`config.mk`:
```
export PLATFORM = sky130hd
export DESIGN_NAME = cmp_cond_top
export DESIGN_NICKNAME = d
export VERILOG_FILES = /design/src/rtl/cmp_cond_pkg.sv /design/src/rtl/cmp_sync.sv /design/src/rtl/cmp_edge_det.sv /design/src/rtl/cmp_flag.sv /design/src/rtl/cmp_channel.sv /design/src/rtl/cmp_cond_top.sv
export SDC_FILE = /design/constraint.sdc
export NUM_CORES = 1
export LEC_CHECK = 0
export BUFFER_PORTS_ARGS = -buffer_cell sky130_fd_sc_hd__buf_2
export CAP_MARGIN = 0
export CORE_UTILIZATION = 26
export CTS_CLUSTER_DIAMETER = 100
export DETAILED_ROUTE_END_ITERATION = 8
export SYNTH_ARGS = -nofsm -noshare
export SYNTH_HDL_FRONTEND = slang
export SYNTH_SLANG_ARGS = --single-unit
```
`constraint.sdc`:
```
create_clock -name clk -period 2.7 [get_ports clk]
set_input_delay 0.135 -clock clk [delete_from_list [all_inputs] [get_ports clk]]
set_output_delay 0.135 -clock clk [all_outputs]
set_load 0.05 [all_outputs]
```
`src/rtl/cmp_cond_pkg.sv`:
```
package cmp_cond_pkg;
   typedef enum logic [1:0] {
      EV_NONE = 2'b00,
      EV_RISE = 2'b01,
      EV_FALL = 2'b10,
      EV_BOTH = 2'b11
   } ev_sel_e;

   localparam int unsigned EV_W = 2;
endpackage

```
`src/rtl/cmp_sync.sv`:
```
module cmp_sync #(
   parameter int unsigned STAGES = 2
) (
   input  logic clk,
   input  logic rst_n,
   input  logic hold,
   input  logic d,
   output logic q
);
   logic [STAGES-1:0] chain_q;

   generate
      if (STAGES < 2) begin : g_bad_depth
         $error("cmp_sync needs at least two stages");
      end
   endgenerate

   genvar s;
   generate
      for (s = 0; s < STAGES; s++) begin : g_stage
         always_ff @(posedge clk or negedge rst_n) begin
            if (!rst_n) begin
               chain_q[s] <= 1'b0;
            end else if (!hold) begin
               if (s == 0) chain_q[s] <= d;
               else        chain_q[s] <= chain_q[s-1];
            end
         end
      end
   endgenerate

   assign q = chain_q[STAGES-1];
endmodule

```
`src/rtl/cmp_edge_det.sv`:
```
module cmp_edge_det
   import cmp_cond_pkg::*;
(
   input  logic            clk,
   input  logic            rst_n,
   input  logic            hold,
   input  logic            active,
   input  logic            inv,
   input  logic [EV_W-1:0] evsel,
   input  logic            sync_bit,
   output logic            samp_o,
   output logic            evt_o
);
   localparam int unsigned CFG_W = EV_W + 1;

   logic [CFG_W-1:0] cfg_q;
   logic [CFG_W-1:0] cfg_now;
   logic             run_q;
   logic             samp_q;
   logic             cond;
   logic             rise;
   logic             fall;
   logic             quiet;
   logic             hit;

   assign cfg_now = {inv, evsel};
   assign cond    = sync_bit ^ inv;
   assign rise    = cond & ~samp_q;
   assign fall    = ~cond & samp_q;
   assign quiet   = ~run_q | (cfg_now != cfg_q);

   always_comb begin
      case (ev_sel_e'(evsel))
         EV_NONE: hit = 1'b0;
         EV_RISE: hit = rise;
         EV_FALL: hit = fall;
         default: hit = rise | fall;
      endcase
   end

   assign evt_o  = active & ~hold & ~quiet & hit;
   assign samp_o = samp_q;

   always_ff @(posedge clk or negedge rst_n) begin
      if (!rst_n) begin
         cfg_q  <= '0;
         run_q  <= 1'b0;
         samp_q <= 1'b0;
      end else if (!hold) begin
         cfg_q <= cfg_now;
         run_q <= active;
         if (active) samp_q <= cond;
      end
   end

   p_none_silent_r1 : assert property (@(posedge clk) disable iff (!rst_n)
      (ev_sel_e'(evsel) == EV_NONE) |-> !evt_o);

   p_cfg_quiet_r10 : assert property (@(posedge clk) disable iff (!rst_n)
      (!$past(hold) && !$stable(cfg_now)) |-> !evt_o);

   p_enable_quiet_r10 : assert property (@(posedge clk) disable iff (!rst_n)
      (!$past(hold) && !$past(active)) |-> !evt_o);
endmodule

```
`src/rtl/cmp_flag.sv`:
```
module cmp_flag (
   input  logic clk,
   input  logic rst_n,
   input  logic hold,
   input  logic set,
   input  logic clr,
   output logic flag_o
);
   always_ff @(posedge clk or negedge rst_n) begin
      if (!rst_n) begin
         flag_o <= 1'b0;
      end else if (!hold) begin
         if (set)      flag_o <= 1'b1;
         else if (clr) flag_o <= 1'b0;
      end
   end

   p_sticky_r6 : assert property (@(posedge clk) disable iff (!rst_n)
      (flag_o && !clr) |=> flag_o);

   p_set_wins_r6 : assert property (@(posedge clk) disable iff (!rst_n)
      (set && !hold) |=> flag_o);

   p_frozen_flag_r8 : assert property (@(posedge clk) disable iff (!rst_n)
      hold |=> $stable(flag_o));
endmodule

```
`src/rtl/cmp_channel.sv`:
```
module cmp_channel
   import cmp_cond_pkg::*;
#(
   parameter int unsigned SYNC_STAGES = 2
) (
   input  logic            clk,
   input  logic            rst_n,
   input  logic            hold,
   input  logic            active,
   input  logic            raw,
   input  logic            inv,
   input  logic            pin_en,
   input  logic [EV_W-1:0] evsel,
   input  logic            clr,
   output logic            pin_out,
   output logic            pin_oe,
   output logic            stat,
   output logic            irq
);
   logic sync_bit;
   logic evt;

   assign pin_oe  = active & pin_en;
   assign pin_out = pin_oe & (raw ^ inv);

   cmp_sync #(.STAGES(SYNC_STAGES)) u_sync (
      .clk   (clk),
      .rst_n (rst_n),
      .hold  (hold),
      .d     (raw),
      .q     (sync_bit)
   );

   cmp_edge_det u_edge (
      .clk      (clk),
      .rst_n    (rst_n),
      .hold     (hold),
      .active   (active),
      .inv      (inv),
      .evsel    (evsel),
      .sync_bit (sync_bit),
      .samp_o   (stat),
      .evt_o    (evt)
   );

   cmp_flag u_flag (
      .clk    (clk),
      .rst_n  (rst_n),
      .hold   (hold),
      .set    (evt),
      .clr    (clr),
      .flag_o (irq)
   );

   p_off_no_event_r9 : assert property (@(posedge clk) disable iff (!rst_n)
      (!active && !clr) |=> $stable(irq));

   p_off_stat_hold_r9 : assert property (@(posedge clk) disable iff (!rst_n)
      !active |=> $stable(stat));

   p_pin_quiet_r4 : assert property (@(posedge clk) disable iff (!rst_n)
      !pin_oe |-> !pin_out);
endmodule

```
`src/rtl/cmp_cond_top.sv`:
```
module cmp_cond_top
   import cmp_cond_pkg::*;
#(
   parameter int unsigned NUM_CH      = 2,
   parameter int unsigned SYNC_STAGES = 2
) (
   input  logic                   clk,
   input  logic                   rst_n,
   input  logic [NUM_CH-1:0]      raw_cmp,
   input  logic [NUM_CH-1:0]      ch_on,
   input  logic [NUM_CH-1:0]      ch_inv,
   input  logic [NUM_CH-1:0]      ch_pin_en,
   input  logic [EV_W*NUM_CH-1:0] ch_evsel,
   input  logic [NUM_CH-1:0]      flag_clr,
   input  logic                   idle_stop,
   input  logic                   sys_idle,
   input  logic                   freeze_en,
   input  logic                   dbg_halt,
   output logic [NUM_CH-1:0]      pin_out,
   output logic [NUM_CH-1:0]      pin_oe,
   output logic [NUM_CH-1:0]      stat_out,
   output logic [NUM_CH-1:0]      irq
);
   generate
      if (NUM_CH < 1) begin : g_bad_count
         $error("cmp_cond_top needs at least one channel");
      end
   endgenerate

   logic idle_off;
   logic frozen;

   assign idle_off = idle_stop & sys_idle;
   assign frozen   = freeze_en & dbg_halt;

   genvar i;
   generate
      for (i = 0; i < NUM_CH; i++) begin : g_ch
         cmp_channel #(.SYNC_STAGES(SYNC_STAGES)) u_ch (
            .clk     (clk),
            .rst_n   (rst_n),
            .hold    (frozen),
            .active  (ch_on[i] & ~idle_off),
            .raw     (raw_cmp[i]),
            .inv     (ch_inv[i]),
            .pin_en  (ch_pin_en[i]),
            .evsel   (ch_evsel[EV_W*i +: EV_W]),
            .clr     (flag_clr[i]),
            .pin_out (pin_out[i]),
            .pin_oe  (pin_oe[i]),
            .stat    (stat_out[i]),
            .irq     (irq[i])
         );
      end
   endgenerate

   p_freeze_hold_r8 : assert property (@(posedge clk) disable iff (!rst_n)
      frozen |=> ($stable(stat_out) && $stable(irq)));

   p_idle_hold_r7 : assert property (@(posedge clk) disable iff (!rst_n)
      idle_off |=> $stable(stat_out));

   p_idle_no_pin_r7 : assert property (@(posedge clk) disable iff (!rst_n)
      idle_off |-> (pin_oe == '0));
endmodule

```
==> results of run 1 <==
## power by group through the flow
stage | Combinational, mW | Clock, mW | Sequential (mW)
final | 0.146 | 0.126 | 0.280
after global routing | 0.163 | 0.146 | 0.283
after floorplan | 0.117 | 0 | 0.280
after CTS | 0.149 | 0.130 | 0.280
after global placement | 0.145 | 0 | 0.283
after detailed placement | 0.147 | 0 | 0.284
## worst max-delay path by stage
stage / slack (ns) / cells after the start / start / to
global placement: 1.04 / 7 / g_ch[1].u_ch.u_sync.q / g_ch[1].u_ch.u_flag.flag_o
CTS: 0.95 / 7 / g_ch[1].u_ch.u_sync.q / g_ch[1].u_ch.u_flag.flag_o
finish: 0.96 / 7 / g_ch[1].u_ch.u_sync.q / g_ch[1].u_ch.u_flag.flag_o
detailed placement: 0.96 / 7 / g_ch[1].u_ch.u_sync.q / g_ch[1].u_ch.u_flag.flag_o
floorplan: 1.09 / 7 / g_ch[1].u_ch.u_sync.q / g_ch[1].u_ch.u_flag.flag_o
global route: 0.82 / 7 / g_ch[1].u_ch.u_sync.q / g_ch[1].u_ch.u_flag.flag_o
## cells by family (layout without fill, tap and decap cells)
logic type / Yosys count / in the layout / synth area share (%)
flip-flops: 16 / 16 / 44.3
XOR/XNOR: 7 / 7 / 6.78
AND/OR/NAND/NOR: 23 / 23 / 13.0
adder cells (fa/ha/maj): 4 / 4 / 5.53
multiplexers: 10 / 10 / 12.4
AO/OA/AOI/OAI: 11 / 11 / 9.13
buffers and inverters: 13 / 35 / 8.85
## metal layers
metal	vias up	track usage (%)	wire, um
met3	2	3.84	36
met5	-	0	0
met1	318	12.0	727
met2	9	17.6	843
met4	0	6.82	27
li1	326	-	-
## flip-flops by register name, indices dropped and copies added, names as in the netlist
| signal | flops |
|---|---|
| g_ch.u_ch.u_edge.cfg_q | 6 |
| g_ch.u_ch.u_edge.samp_o | 2 |
| g_ch.u_ch.u_sync.q | 2 |
| g_ch.u_ch.u_flag.flag_o | 2 |
| g_ch.u_ch.u_edge.run_q | 2 |
| g_ch.u_ch.u_sync.chain_q | 2 |
## final cells by class
| type | instances | share of cell area, % |
|---|---|---|
| multi-input cells | 55 | 39.8 |
| flip-flops and latches | 16 | 37.6 |
| repair buffers | 28 | 13.6 |
| well taps | 46 | 5.41 |
| inverters | 4 | 1.41 |
| clock buffers | 3 | 2.12 |
## through the flow
| step | worst slack [ns] | cells | hold WS (ns) | power [mW] |
|---|---|---|---|---|
| global route | 0.817 | 152 | 0.0997 | 0.591 |
| CTS | 0.946 | 152 | 0.100 | 0.559 |
| floorplan | 1.09 | 84 | -0.161 | 0.397 |
| finish | 0.961 | 152 | 0.106 | 0.552 |
| detailed placement | 0.965 | 148 | 0.0683 | 0.432 |
| global placement | 1.04 | 148 | 0.0654 | 0.428 |
## timing repair
action | in CTS | in global routing
setup buffers | 0 | 0
hold buffers | 1 | 0
endpoints found under the hold margin | 16 | 0
## placed cells by master (no fill, tap or decap), drive strengths merged
cell type    count
nand2            8
buf             27
a21oi            3
and3             2
o21ai            3
ha               4
o211ai           1
xor2             5
dfrtp           16
nand3b           2
a31oi            2
nor2             2
mux2            10
o41ai            2
nor3             2
clkbuf           3
inv              4
and2             2
nand3            5
dlygate4sd3      1
xnor2            2
## critical path: cells and delay by family, from the launching register on
family	cells	cell delay, ns
XOR/XNOR	1	0.22
flip-flops	1	0.39
adder cells (fa/ha/maj)	1	0.28
AND/OR/NAND/NOR	1	0.15
buffers and inverters	1	0.07
AO/OA/AOI/OAI	3	0.52
==> flow_metrics.env, run 1 <==
export IMPL_outcome="complete, no violations"
export IMPL_nets=132
export IMPL_clk_latency_ns=0.28
export IMPL_io_buffer_count=27
export IMPL_grt_overflow=0
export IMPL_filler_cell_count=351
export IMPL_most_repeated_cell_in_the_gate_level_netlist_after_synthesis="sky130_fd_sc_hd__dfrtp_1"
export IMPL_postSynthRegisterBits=16
export IMPL_grt_setup_unrepaired="false"
export IMPL_critical_path_slowest_cell="sky130_fd_sc_hd__dfrtp_1"
export IMPL_detail_route_wirelength_mm=1.64
export IMPL_clock_sink_count=16
export IMPL_ff2ff_setup_slack_ns=0.96
export IMPL_placementRows=21
export IMPL_vdd_ir_drop_worst_v=0.000111
export IMPL_seq_area_um2=400
export IMPL_worstPathRequired_ns=2.88
export IMPL_synth_seq_area_share_pct=44.3
export IMPL_timing_final_crit_share_pct=64.4
export IMPL_ioPinCount=28
export IMPL_multi_input_comb_area_um2=424
export IMPL_diodes=0
export IMPL_reg2reg_from="g_ch[1].u_ch.u_sync.q"
export IMPL_maxCapViolCount=0
export IMPL_routed_wire_length_per_instance_um=10.8
export IMPL_gp_routability_congestion=0.774
export IMPL_timing_hold_worst_class="in2reg"
export IMPL_report_final_slew_viol_count=0
export IMPL_crit_fanout=3
export IMPL_power_share_combinational_pct=26.5
export IMPL_power_leakage_nw=0.526
export IMPL_cts_made_buffers=3
export IMPL_viasPerCell=4.31
export IMPL_internal_power_mw=0.371
export IMPL_postSynthCellCount=84
export IMPL_width_of_the_chip_um=61.0
export IMPL_layout_drive_gt1_share_pct=40.6
export IMPL_synth_async_sr_flop_share_pct=100
export IMPL_power_density_nw_per_um2=518
export IMPL_mapped_cell_area_um2=905
export IMPL_most_area_hungry_cell_type_in_the_yosys_netlist="sky130_fd_sc_hd__dfrtp_1"
export IMPL_synth_edff_count=0
export IMPL_kind_of_start_point_of_the_critical_path="flop"
export IMPL_vias=655
export IMPL_skew_ns=0.000751
export IMPL_grt_max_degree=17
export IMPL_initial_core_util_pct=27.1
export IMPL_total_non_filler_cell_area_in_the_finished_layout_um2=1060
export IMPL_critPathKind="reg2reg"
export IMPL_area_growth_syn_to_layout_pct=17.7
export IMPL_cts_root_buffer="sky130_fd_sc_hd__clkbuf_4"
export IMPL_timing_critical_path_cells="xor2_1, inv_1, ha_1, nand3b_1, o21ai_0, a31oi_1, o41ai_2"
export IMPL_detailedRoute_firstIterationViolations=15
export IMPL_critical_hold_path_startpoint="raw_cmp[1]"
export IMPL_mappedNetlistNets=108
export IMPL_clock_tree_htree_level_count=1
export IMPL_critical_path_max_stage_delay_ns=0.39
export IMPL_worstRegToRegCells=7
export IMPL_core_area_um2=3340
export IMPL_clk_pin_slew_ns=0.09
export IMPL_setup_tns_ns=0
export IMPL_synth_main_ff_cell="sky130_fd_sc_hd__dfrtp_1"
export IMPL_post_route_drc_count=0
export IMPL_seq_power_share_pct=50.7
export IMPL_grt_usage_pct=10.8
export IMPL_clock_tree_from_tritoncts="done"
export IMPL_worstReg2RegEnd="g_ch[1].u_ch.u_flag.flag_o"
export IMPL_count_of_unique_library_cells_instantiated_by_yosys=21
export IMPL_yosys_warns=0
export IMPL_netlist_top_cells_area="sky130_fd_sc_hd__dfrtp_1 44%, sky130_fd_sc_hd__mux2_2 12%, sky130_fd_sc_hd__buf_4 6.6%"
export IMPL_placedInstanceArea_um2=1030
export IMPL_cts_root_to_sink_buffers=2
export IMPL_worst_pin_slew_ns=0.559
export IMPL_cts_resized_gates=0
export IMPL_final_hold_viol_count=0
export IMPL_net_switching_fraction_of_the_power_pct=32.7
export IMPL_switching_power_mw=0.180
export IMPL_synth_top_cell_area_share_pct=44.3
export IMPL_dp_hpwl_mm=1.32
export IMPL_end_kind="flop"
export IMPL_number_of_global_route_vias_before_repair=623
export IMPL_timing_fmax_ghz=0.575
export IMPL_min_period_ns=1.74
export IMPL_floorplan_die_area_um2=3720
export IMPL_synth_cells_most_frequent="16 x sky130_fd_sc_hd__dfrtp_1, 10 x sky130_fd_sc_hd__mux2_2, 8 x sky130_fd_sc_hd__buf_4, 8 x sky130_fd_sc_hd__nand2_1"
export IMPL_worst_hold_path_endpoint="g_ch[1].u_ch.u_sync.chain_q[0]"
export IMPL_max_slew_headroom_pct=62.6
export IMPL_clockPowerShare_pct=22.8
export IMPL_antenna_violating_nets_post_route=0
export IMPL_layout_core_utilization_pct=31.9
export IMPL_initial_antenna_violation_count=0
export IMPL_die_height_um=61.0
export IMPL_setup_viol=0
export IMPL_hold_path_cell_count=2
export IMPL_critical_path_arrival_ns=1.92
export IMPL_avgSynthCellArea_um2=10.8
export IMPL_global_route_wire_length_before_repair_mm=2.77
export IMPL_drt_pass1_iterations=3
Power figures use the tool's default switching activity.
==> inputs of run 2 (changes only) <==
Settings changed: ABC_AREA set to 1.
Clock period 2.7 ns to 1.4 ns, I/O delays scaled along.
==> flow_metrics.env, run 2 <==
export IMPL_outcome="complete, no violations"
export IMPL_power_leakage_nw=0.696
export IMPL_final_power_mw=1.30
export IMPL_cts_made_buffers=3
export IMPL_post_route_drc_count=0
export IMPL_maxCapViolCount=0
export IMPL_antenna_violating_nets_post_route=0
export IMPL_routed_top_layer="met4"
export IMPL_timing_critical_path_cells="xor2_2, inv_2, ha_4, nand3_2, nand3_2, nor2_1, nand3_1, nand2_1"
export IMPL_timing_hold_worst_class="in2reg"
export IMPL_layout_commonest_cell="sky130_fd_sc_hd__nand2_1"
export IMPL_initial_antenna_violation_count=0
export IMPL_cts_root_buffer="sky130_fd_sc_hd__clkbuf_8"
export IMPL_grt_setup_unrepaired="true"
export IMPL_synth_seq_area_share_pct=41.5
export IMPL_dp_hpwl_mm=1.50
export IMPL_synth_main_ff_cell="sky130_fd_sc_hd__dfrtp_1"
export IMPL_floorplan_die_area_um2=3960
export IMPL_core_area_um2=3440
export IMPL_grt_max_degree=17
export IMPL_layout_drive_gt1_share_pct=29.7
export IMPL_detail_route_wirelength_mm=1.98
export IMPL_post_layout_nonfiller_instances=201
export IMPL_diodes=0
export IMPL_end_kind="flop"
export IMPL_worst_path_buf_inv=1
export IMPL_clock_sink_count=16
export IMPL_final_hold_viol_count=0
export IMPL_nets=180
export IMPL_vias=838
export IMPL_clk_pin_slew_ns=0.06
export IMPL_number_of_global_route_vias_before_repair=731
export IMPL_detail_route_wirelength_met1_um=937
export IMPL_clock_tree_from_tritoncts="done"
export IMPL_postSynthRegisterBits=16
export IMPL_most_repeated_cell_in_the_gate_level_netlist_after_synthesis="sky130_fd_sc_hd__nand2_1"
export IMPL_kind_of_start_point_of_the_critical_path="flop"
export IMPL_postSynthCellCount=130
export IMPL_min_period_ns=1.35
export IMPL_max_slew_headroom_pct=75.5
export IMPL_cts_root_to_sink_buffers=2
export IMPL_critical_path_most_common_cell="sky130_fd_sc_hd__nand3_2"
export IMPL_mappedNetlistNets=154
export IMPL_width_of_the_chip_um=63.0
export IMPL_power_density_nw_per_um2=1060
export IMPL_detailedRoute_firstIterationViolations=57
export IMPL_clk_latency_ns=0.25
export IMPL_critical_path_max_stage_delay_ns=0.41
export IMPL_worstPathRequired_ns=1.54
export IMPL_gp_routability_congestion=0.683
export IMPL_worst_pin_slew_ns=0.368
export IMPL_skew_ns=0.00174
export IMPL_synth_top_cell_area_share_pct=41.5
export IMPL_netlist_top_cells_area="sky130_fd_sc_hd__dfrtp_1 41%, sky130_fd_sc_hd__nand2_1 21%, sky130_fd_sc_hd__buf_4 6.2%"
export IMPL_largest_register="g_ch.u_ch.u_edge.cfg_q"
export IMPL_setup_viol=0
export IMPL_grt_overflow=0
export IMPL_avgSynthCellArea_um2=7.43
export IMPL_count_of_unique_library_cells_instantiated_by_yosys=16
export IMPL_layout_common_cells="55 x sky130_fd_sc_hd__nand2_1, 27 x sky130_fd_sc_hd__buf_2, 16 x sky130_fd_sc_hd__dfrtp_1, 10 x sky130_fd_sc_hd__inv_1, 10 x sky130_fd_sc_hd__nor2_1"
export IMPL_critical_path_arrival_ns=1.50
export IMPL_placed_cells=195
export IMPL_synth_edff_count=0
export IMPL_viasPerCell=4.17
export IMPL_io_buffer_count=27
export IMPL_met2RoutedLength_um=937
export IMPL_synth_cells_most_frequent="55 x sky130_fd_sc_hd__nand2_1, 16 x sky130_fd_sc_hd__dfrtp_1, 10 x sky130_fd_sc_hd__inv_1, 10 x sky130_fd_sc_hd__nor2_1"
export IMPL_placementRows=21
export IMPL_met3WireLength_um=84
export IMPL_mapped_cell_area_um2=966
export IMPL_yosys_warns=0
export IMPL_synth_async_sr_flop_share_pct=100
export IMPL_timing_final_crit_share_pct=96.7
export IMPL_global_route_wire_length_before_repair_mm=3.26
export IMPL_initial_core_util_pct=28.1
export IMPL_most_area_hungry_cell_type_in_the_yosys_netlist="sky130_fd_sc_hd__dfrtp_1"
export IMPL_critPathKind="reg2reg"
export IMPL_grt_usage_pct=10.7
export IMPL_area_growth_syn_to_layout_pct=26.9
export IMPL_report_final_slew_viol_count=0
export IMPL_drt_pass1_iterations=4
export IMPL_filler_cell_count=366
export IMPL_ioPinCount=28
export IMPL_die_height_um=63.0
export IMPL_routed_wire_length_per_instance_um=9.85
export IMPL_clock_tree_htree_level_count=1
export IMPL_vdd_ir_drop_worst_v=0.000352
export IMPL_critical_path_slowest_cell="sky130_fd_sc_hd__dfrtp_1"
export IMPL_largest_reg_flops=6
export IMPL_crit_fanout=2
export IMPL_timing_fmax_ghz=0.738
export IMPL_kind_of_cell_adding_the_most_delay_to_the_critical_path="flip-flops"
## run 2: cell types whose count changed after synthesis, sizes merged, moves of 3 or more
cell | before | now
nand3 | 5 | 8
inv | 4 | 13
mux2 | 10 | 0
nand2 | 8 | 56
a21oi | 3 | 0
nor2 | 2 | 10
## run 2: layer usage
metal  GRT usage [%]  vias to the layer above
met5               0                        -
met4            3.49                        0
met3            4.38                        4
met2            16.7                       16
met1            13.3                      382
li1                -                      436
## run 2: timing repair
item                                    4_1_cts  5_1_grt
pin swaps                                     0        6
buffers inserted                              0        1
hold endpoints to repair                     16        0
resized for setup                             1        6
endpoints found under the setup margin        1        2
hold buffers                                  1        0
## run 2: worst register-to-register path, cell delays in order (launching register included)
cell and delay, ns:
sky130_fd_sc_hd__dfrtp_1 0.41, sky130_fd_sc_hd__xor2_2 0.21, sky130_fd_sc_hd__inv_2 0.08, sky130_fd_sc_hd__ha_4 0.26
sky130_fd_sc_hd__nand3_2 0.07, sky130_fd_sc_hd__nand3_2 0.06, sky130_fd_sc_hd__nor2_1 0.05, sky130_fd_sc_hd__nand3_1 0.06
sky130_fd_sc_hd__nand2_1 0.05
## run 2: metrics by stage
stage               utilization [%]  setup WS (ns)  hold slack [ns]  setup TNS [ns]  cell area [um^2]
finish                         35.6         0.0458           0.0460               0              1230
global route                   35.6        -0.0179           0.0642         -0.0179              1230
CTS                            34.1         0.0128           0.0437               0              1170
detailed placement             32.0        0.00471           0.0151               0              1100
global placement               32.0         0.0115           0.0102               0              1100
floorplan                         -          0.109           -0.226               0               966
## run 2: cell type report
cell class | count | area [um^2] | area share (%)
timing repair buffer | 30 | 160 | 13.1
multi-input combinational | 92 | 504 | 41.1
clock buffer | 4 | 55.1 | 4.49
sequential | 16 | 400 | 32.7
tap | 46 | 57.6 | 4.69
inverter | 13 | 48.8 | 3.98
## run 2: kinds of logic (layout without fill, tap and decap cells)
kind of cell    Yosys count  after routing  share of synthesized area [%]
compound gates            4              4                           2.46
xor+xnor                  8              8                           8.03
fa+ha+maj                 4              4                           5.18
buf+inv                  22             47                           11.8
flops                    16             16                           41.5
simple gates             76             76                           31.1
## run 2: path summary, 6_finish.rpt
check	startpoint	end	slack (ns)	depth (start not counted)
worst max-delay path	g_ch[1].u_ch.u_sync.q	g_ch[1].u_ch.u_flag.flag_o	0.05	8
worst min-delay path	raw_cmp[1]	g_ch[1].u_ch.u_sync.chain_q[0]	0.05	3
worst max register to register	g_ch[1].u_ch.u_sync.q	g_ch[1].u_ch.u_flag.flag_o	0.05	8
worst min register to register	g_ch[1].u_ch.u_sync.chain_q[0]	g_ch[1].u_ch.u_sync.chain_q[0]	0.47	2
max in group asynchronous	rst_n	g_ch[1].u_ch.u_sync.q	0.88	2
min in group asynchronous	rst_n	g_ch[1].u_ch.u_flag.flag_o	0.26	2
## run 2: report_power, final
part / internal, mW / switching, mW / total (mW)
Clock: 0.249 / 0.159 / 0.408
Sequential: 0.506 / 0.0388 / 0.545
Combinational: 0.130 / 0.217 / 0.347
Total: 0.886 / 0.414 / 1.30
